==> config.mk <==
export PLATFORM = sky130hd
export DESIGN_NAME = adc_serial_if
export DESIGN_NICKNAME = d
export VERILOG_FILES = /design/src/rtl/adcif_pkg.sv /design/src/rtl/adcif_edge.sv /design/src/rtl/adcif_ctrl.sv /design/src/rtl/adcif_dpath.sv /design/src/rtl/adc_serial_if.sv
export SDC_FILE = /design/constraint.sdc
export NUM_CORES = 1
export LEC_CHECK = 0
export BUFFER_PORTS_ARGS = -buffer_cell sky130_fd_sc_hd__buf_2
export CAP_MARGIN = 30
export CORE_AREA = 2 2 75 77
export DETAILED_ROUTE_END_ITERATION = 16
export DIE_AREA = 0 0 77 79
export PLACE_DENSITY = 0.83
export SYNTH_ARGS = -nofsm -noshare
export SYNTH_HDL_FRONTEND = slang
export SYNTH_SLANG_ARGS = --single-unit
==> constraint.sdc <==
create_clock -name clk -period 6 [get_ports clk]
set_input_delay 0.9 -clock clk [delete_from_list [all_inputs] [get_ports clk]]
set_output_delay 0.9 -clock clk [all_outputs]
set_load 0.01 [all_outputs]
==> src/rtl/adcif_pkg.sv <==
package adcif_pkg;

  // Strobes the control path issues to the datapath, one cycle each.
  typedef struct packed {
    logic convDone;  // capture resultIn and channel code
    logic xferLoad;  // copy the stored result into the transmit register
    logic shiftBit;  // advance the transmit register by one bit
  } strobe_t;

  localparam int CHAN_W = 2;

endpackage

==> src/rtl/adcif_edge.sv <==
module adcif_edge #(
  parameter int STAGES = 2
) (
  input  logic clk,
  input  logic rstN,
  input  logic din,
  output logic rise
);

  logic [STAGES:0] chain;

  always_ff @(posedge clk or negedge rstN) begin
    if (!rstN) chain <= '0;
    else       chain <= {chain[STAGES-1:0], din};
  end

  assign rise = chain[STAGES-1] & ~chain[STAGES];


  rise_single_chk: assert property (@(posedge clk) disable iff (!rstN)
    rise |=> !rise);

endmodule

==> src/rtl/adcif_ctrl.sv <==
module adcif_ctrl
  import adcif_pkg::*;
#(
  parameter int CONV_CYCLES = 24,
  parameter int DCLK_HALF   = 2,
  parameter int WORD_W      = 16
) (
  input  logic    clk,
  input  logic    rstN,
  input  logic    csN,
  input  logic    rcN,
  input  logic    extMode,
  input  logic    pwrDown,
  input  logic    extRise,
  output logic    busyN,
  output logic    dataClkOut,
  output logic    syncOut,
  output logic    dataEn,
  output strobe_t strobe
);

  localparam int CNT_W = $clog2(CONV_CYCLES + 1);
  localparam int PH_W  = $clog2(2 * DCLK_HALF);
  localparam int BIT_W = $clog2(WORD_W);
  localparam int PC_W  = $clog2(WORD_W + 3);
  localparam logic [PH_W-1:0]  PH_LAST  = PH_W'(2 * DCLK_HALF - 1);
  localparam logic [PH_W-1:0]  PH_HIGH  = PH_W'(DCLK_HALF);
  localparam logic [BIT_W-1:0] BIT_LAST = BIT_W'(WORD_W - 1);
  localparam logic [PC_W-1:0]  P_SYNC   = PC_W'(1);
  localparam logic [PC_W-1:0]  P_MSB    = PC_W'(2);
  localparam logic [PC_W-1:0]  P_LSB    = PC_W'(WORD_W + 1);
  localparam logic [PC_W-1:0]  P_END    = PC_W'(WORD_W + 2);

  // strobe edge detection
  logic csPrev, rcPrev;
  always_ff @(posedge clk or negedge rstN) begin
    if (!rstN) begin
      csPrev <= 1'b1;
      rcPrev <= 1'b1;
    end else begin
      csPrev <= csN;
      rcPrev <= rcN;
    end
  end

  logic csFall, rcFall, rcRise, convReq, readReq, convGo, readGo;
  logic busy, burstOn, extOn;

  assign csFall  = csPrev & ~csN;
  assign rcFall  = rcPrev & ~rcN;
  assign rcRise  = ~rcPrev & rcN;
  assign convReq = (rcFall & ~csN) | (csFall & ~rcN);
  assign readReq = (csFall & rcN) | (rcRise & ~csN);
  assign convGo  = convReq & ~pwrDown & ~busy & ~burstOn;
  assign readGo  = readReq & extMode & ~extOn;

  // conversion timer
  logic [CNT_W-1:0] convCnt;
  always_ff @(posedge clk or negedge rstN) begin
    if (!rstN) begin
      busy    <= 1'b0;
      convCnt <= '0;
    end else if (convGo) begin
      busy    <= 1'b1;
      convCnt <= CNT_W'(CONV_CYCLES - 1);
    end else if (busy) begin
      if (convCnt == '0) busy <= 1'b0;
      else               convCnt <= convCnt - 1'b1;
    end
  end

  assign busyN = ~busy;

  // internal-clock burst
  logic [PH_W-1:0]  phase;
  logic [BIT_W-1:0] bitIdx;
  always_ff @(posedge clk or negedge rstN) begin
    if (!rstN) begin
      burstOn <= 1'b0;
      phase   <= '0;
      bitIdx  <= '0;
    end else if (convGo && !extMode) begin
      burstOn <= 1'b1;
      phase   <= '0;
      bitIdx  <= '0;
    end else if (burstOn) begin
      if (phase == PH_LAST) begin
        phase <= '0;
        if (bitIdx == BIT_LAST) burstOn <= 1'b0;
        else                    bitIdx  <= bitIdx + 1'b1;
      end else begin
        phase <= phase + 1'b1;
      end
    end
  end

  assign dataClkOut = burstOn && (phase >= PH_HIGH);

  // external-clock read sequencer
  logic            syncEn, armed, extData, syncReg;
  logic [PC_W-1:0] pulseCnt, nextPulse;
  assign nextPulse = pulseCnt + 1'b1;

  always_ff @(posedge clk or negedge rstN) begin
    if (!rstN) begin
      extOn    <= 1'b0;
      syncEn   <= 1'b0;
      armed    <= 1'b0;
      extData  <= 1'b0;
      syncReg  <= 1'b0;
      pulseCnt <= '0;
    end else if (readGo) begin
      extOn    <= 1'b1;
      syncEn   <= armed;
      armed    <= 1'b0;
      extData  <= 1'b0;
      syncReg  <= 1'b0;
      pulseCnt <= '0;
    end else if (extOn && extRise) begin
      pulseCnt <= nextPulse;
      if (nextPulse == P_SYNC) syncReg <= syncEn;
      if (nextPulse == P_MSB) begin
        syncReg <= 1'b0;
        extData <= 1'b1;
      end
      if (nextPulse == P_END) begin
        extData <= 1'b0;
        extOn   <= 1'b0;
      end
    end else if (!extOn && extRise && extMode && (csN || !rcN)) begin
      armed <= 1'b1;
    end
  end

  logic shiftInt, shiftExt;
  assign shiftInt = burstOn && (phase == PH_LAST);
  assign shiftExt = extOn && extRise && (nextPulse > P_MSB) && (nextPulse <= P_LSB);

  assign strobe.convDone = busy && (convCnt == '0);
  assign strobe.xferLoad = (convGo && !extMode) || readGo;
  assign strobe.shiftBit = shiftInt || shiftExt;
  assign dataEn  = burstOn | extData;
  assign syncOut = syncReg;

  // checker counter: cycles spent busy
  logic [CNT_W-1:0] busyLen;
  always_ff @(posedge clk or negedge rstN) begin
    if (!rstN)     busyLen <= '0;
    else if (busy) busyLen <= busyLen + 1'b1;
    else           busyLen <= '0;
  end


  busy_len_chk: assert property (@(posedge clk) disable iff (!rstN)
    $rose(busyN) |-> (busyLen == CNT_W'(CONV_CYCLES)));


  pwr_block_chk: assert property (@(posedge clk) disable iff (!rstN)
    $fell(busyN) |-> !$past(pwrDown));


  int_clk_quiet_chk: assert property (@(posedge clk) disable iff (!rstN)
    extMode |-> !dataClkOut);


  sync_data_excl_chk: assert property (@(posedge clk) disable iff (!rstN)
    syncOut |-> !dataEn);

endmodule

==> src/rtl/adcif_dpath.sv <==
module adcif_dpath
  import adcif_pkg::*;
#(
  parameter int WORD_W = 16
) (
  input  logic              clk,
  input  logic              rstN,
  input  strobe_t           strobe,
  input  logic              dataEn,
  input  logic              wrA,
  input  logic              wrB,
  input  logic [CHAN_W-1:0] addrIn,
  input  logic [WORD_W-1:0] resultIn,
  output logic              dataOut,
  output logic [CHAN_W-1:0] chanOut
);

  logic [CHAN_W-1:0] chanLatch, convChan;
  logic [WORD_W-1:0] resultReg, txReg;

  // address latch, open while both write gates are low
  always_ff @(posedge clk or negedge rstN) begin
    if (!rstN)             chanLatch <= '0;
    else if (!(wrA | wrB)) chanLatch <= addrIn;
  end

  always_ff @(posedge clk or negedge rstN) begin
    if (!rstN) begin
      resultReg <= '0;
      convChan  <= '0;
    end else if (strobe.convDone) begin
      resultReg <= resultIn;
      convChan  <= chanLatch;
    end
  end

  always_ff @(posedge clk or negedge rstN) begin
    if (!rstN)                txReg <= '0;
    else if (strobe.xferLoad) txReg <= resultReg;
    else if (strobe.shiftBit) txReg <= {txReg[WORD_W-2:0], 1'b0};
  end

  assign dataOut = dataEn & txReg[WORD_W-1];
  assign chanOut = convChan;


  latch_hold_chk: assert property (@(posedge clk) disable iff (!rstN)
    (wrA || wrB) |=> $stable(chanLatch));


  result_hold_chk: assert property (@(posedge clk) disable iff (!rstN)
    !strobe.convDone |=> $stable(resultReg));


  chan_hold_chk: assert property (@(posedge clk) disable iff (!rstN)
    !strobe.convDone |=> $stable(chanOut));

endmodule

==> src/rtl/adc_serial_if.sv <==
module adc_serial_if
  import adcif_pkg::*;
#(
  parameter int CONV_CYCLES = 24,
  parameter int DCLK_HALF   = 2,
  parameter int SYNC_STAGES = 2,
  parameter int WORD_W      = 16
) (
  input  logic              clk,
  input  logic              rstN,
  input  logic              csN,
  input  logic              rcN,
  input  logic              extMode,
  input  logic              extClkIn,
  input  logic              pwrDown,
  input  logic              wrA,
  input  logic              wrB,
  input  logic [1:0]        addrIn,
  input  logic [WORD_W-1:0] resultIn,
  output logic              busyN,
  output logic              dataClkOut,
  output logic              dataOut,
  output logic              syncOut,
  output logic [1:0]        chanOut
);

  strobe_t strobe;
  logic    extRise, dataEn;

  adcif_edge #(.STAGES(SYNC_STAGES)) u_edge (
    .clk(clk), .rstN(rstN), .din(extClkIn), .rise(extRise)
  );

  adcif_ctrl #(
    .CONV_CYCLES(CONV_CYCLES), .DCLK_HALF(DCLK_HALF), .WORD_W(WORD_W)
  ) u_ctrl (
    .clk(clk), .rstN(rstN), .csN(csN), .rcN(rcN), .extMode(extMode),
    .pwrDown(pwrDown), .extRise(extRise), .busyN(busyN),
    .dataClkOut(dataClkOut), .syncOut(syncOut), .dataEn(dataEn),
    .strobe(strobe)
  );

  adcif_dpath #(.WORD_W(WORD_W)) u_dpath (
    .clk(clk), .rstN(rstN), .strobe(strobe), .dataEn(dataEn),
    .wrA(wrA), .wrB(wrB), .addrIn(addrIn), .resultIn(resultIn),
    .dataOut(dataOut), .chanOut(chanOut)
  );

endmodule

==> impl_metrics.py <==
metrics = {
    "clock_tree": {
        "cts-resized-gates": 0,
        "clkTransAtPathRegs_ns": 0.06,
        "cts_max_path_buffers": 2,
        "htreeDepth": 3,
        "cts_hold_buf": 0,
        "numCtsBuffers": 9,
        "postCtsSetupBuffers": 0,
        "cts_tree": "built",
        "clock_sinks": 64,
        "insertion_delay_ns": 0.34,
        "cts_root_buf": "clkbuf_8",
    },
    "place": {
        "hpwl_um": 3980,
        "gp_congestion": 0.850,
        "port_buffers": 32,
    },
    "grt": {
        "grt_max_degree": 65,
        "antenna_found_initial": 0,
        "grt_pass1_vias": 2279,
        "grt_use_total_pct": 22.9,
        "grt_pass1_wl_um": 10900,
        "grt_overflow": 0,
    },
    "timing": {
        "fmax_ghz": 0.362,
        "slew_viol_final": 0,
        "relSlewSlack_pct": 44.9,
        "final-hold-violation-count": 0,
        "final-setup-viol-count": 0,
        "worst_slew_pin_slew_ns": 0.825,
        "fin_skew_ns": 0.00867,
        "min_period_ns": 2.76,
        "rsz0062_at_grt": "no",
        "finalCritPeriodShare_pct": 46.0,
        "fin_setup_tns_ns": 0,
    },
    "synth": {
        "synthCells": 298,
        "netlist_area_um2": 3270,
        "yosys_register_bits": 64,
        "syn_nets": 333,
        "synthFlopType": "dfrtp_1",
        "synth.area.top_cells": "dfrtp_1, mux2_2, mux2i_1",
        "seq_area_frac_synth_pct": 49.1,
        "synth_top_area_cell": "dfrtp_1",
        "synth-edff-count": 0,
        "synth_top_area_share_pct": 47.5,
        "avgSynthCellArea_um2": 11.0,
        "synthDistinctLibCells": 46,
        "synthTopCellsByCount": "dfrtp_1, nand2_1, mux2_2, nand4_1",
        "async_flop_share_pct": 100,
        "ys_warn_count": 0,
        "synth.most_common_cell": "dfrtp_1",
    },
    "outcome": {
        "status": "completed",
    },
    "flow_run": {
        "cap_violations": 0,
    },
    "setup_path": {
        "crit_path_start_kind": "flop",
        "path_class": "flop to flop",
        "endpoint_kind": "flop",
        "crit_fanout": 16,
        "required_ns": 6.22,
        "crit_arrival_ns": 2.98,
    },
    "route": {
        "routed-via-count": 2305,
        "met2_wirelength_um": 2940,
        "drtIter0Drc": 151,
        "drt-vias-per-instance": 5.69,
        "dr.max_layer_used": "met4",
        "wire_per_inst_um": 15.1,
        "wl_met1_um": 2850,
        "route.antenna.remaining_nets": 0,
        "dr.pass1.iters": 4,
        "wl_met3_um": 236,
        "drt_wl_total_um": 6100,
        "drc": 0,
    },
    "floorplan": {
        "die_y_um": 79,
        "fp.dieW_um": 77,
        "io_pins": 33,
        "start_util_pct": 61.2,
        "core_um2": 5340,
        "num_rows": 27,
        "dieArea_um2": 6080,
    },
    "cells_and_area": {
        "nets": 363,
        "n_antenna_cell": 0,
        "multiInputGateArea_um2": 1540,
        "finalCoreUtilization_pct": 68.8,
        "regArea_um2": 1600,
        "layout-drive-gt1-share_pct": 27.6,
        "syn2layout_area_growth_pct": 12.5,
        "fillers": 434,
    },
    "power_and_ir_drop": {
        "ir_drop_mv": 0.259,
        "p_leak_uw": 0.00179,
        "power.density_nw_per_um2": 466,
    },
    "min_path": {
        "min_path_type": "flop to flop",
    },
}
## cells in the final DEF, fill, tap and decap left out, types with 2 or more instances in the layout
cell      Yosys  final
buf_2         2     32
inv_1        10     10
clkbuf_1     13      2
a31oi_1       2      2
nor4bb_1      2      2
nand2b_1      4      4
nor2b_1       3      3
o211ai_2     10     10
ha_1          8      8
o22ai_1       3      3
xor2_1        5      5
and3_1       15     15
nor3_1        3      3
nand4_1      18     18
buf_4         0      6
nor2_1       17     16
nand2_1      34     34
xnor2_1       6      6
nand3b_1      3      3
o211ai_1      6      6
mux2_2       21     21
a21oi_1       5      5
mux2i_1      17     17
dfrtp_1      62     62
clkbuf_8      0     11
nor4_1        2      2
or4_1         2      2
dfstp_2       2      2
## report_power, final
part           switching, µW  internal (µW)  leakage (µW)  total [µW]
Sequential               162            610      0.000773         773
Combinational            290            276      0.000920         566
Clock                    161            214     0.0000996         375
Total                    613           1100       0.00179        1710
## registers in the layout, summed over array words and instances, names as in the netlist, 2 cells and up
name	cells
u_dpath.resultReg	16
u_dpath.txReg	16
u_ctrl.convCnt	5
u_ctrl.pulseCnt	5
u_ctrl.bitIdx	4
u_edge.chain	3
u_ctrl.phase	2
u_dpath.chanLatch	2
u_dpath.chanOut	2
## cell type report
class | instances | share of cell area (%)
flip-flops and latches | 64 | 43.7
multi-input cells | 205 | 41.8
repair buffers | 38 | 5.58
clock buffers | 13 | 4.32
well taps | 72 | 2.45
clock inverters | 3 | 1.16
inverters | 10 | 1.02
## through the flow
step                hold WS (ns)  total power (µW)  cell area, µm²  worst slack (ns)  std cells
finish                     0.349              1710            3670              3.24        405
CTS                        0.352              1720            3670              3.26        405
global placement           0.335              1310            3470              3.41        389
global route               0.362              1850            3670              3.07        405
detailed placement         0.337              1340            3470              3.30        389
floorplan                  0.331              1200            3270              3.53        298
## worst paths after layout
kind                       slack (ns)  depth (start not counted)                       endpoint                           start
setup / recovery                 3.24                          6   u_dpath.txReg[0]$_DFFE_PN0P_  u_ctrl.pulseCnt[0]$_DFFE_PN0P_
hold / removal                   0.35                          0      u_edge.chain[1]$_DFF_PN0_       u_edge.chain[0]$_DFF_PN0_
setup reg to reg                 3.24                          6   u_dpath.txReg[0]$_DFFE_PN0P_  u_ctrl.pulseCnt[0]$_DFFE_PN0P_
hold reg to reg                  0.35                          0      u_edge.chain[1]$_DFF_PN0_       u_edge.chain[0]$_DFF_PN0_
max in group asynchronous        4.75                          2  u_ctrl.convCnt[4]$_DFFE_PN0P_                            rstN
min in group asynchronous        0.74                          2      u_edge.chain[0]$_DFF_PN0_                            rstN
## per-layer routing
| metal | track usage (%) | up-vias |
|---|---|---|
| li1 | - | 1125 |
| met1 | 31.8 | 1128 |
| met2 | 35.4 | 45 |
| met3 | 5.34 | 7 |
| met4 | 8.75 | 0 |
| met5 | 0 | - |
## cell families (layout without fill, tap and decap cells)
| logic type | after synthesis | count (layout) | synth area share (%) |
|---|---|---|---|
| buffers and inverters | 29 | 64 | 4.10 |
| adders and majority gates | 8 | 8 | 3.07 |
| DFF | 64 | 64 | 49.1 |
| muxes | 38 | 38 | 12.5 |
| AOI/OAI and AO/OA | 37 | 37 | 10.2 |
| xor gates and xnor gates | 11 | 11 | 2.95 |
| and+or+nand+nor | 111 | 111 | 18.1 |
## critical path: stages, from the launching register on
cell     delay, ns
dfrtp_1       0.51
ha_1          0.37
nand3_2       0.15
xnor2_1       0.20
or4_1         0.82
and2_4        0.37
a41o_1        0.23
Power figures use the tool's default switching activity.
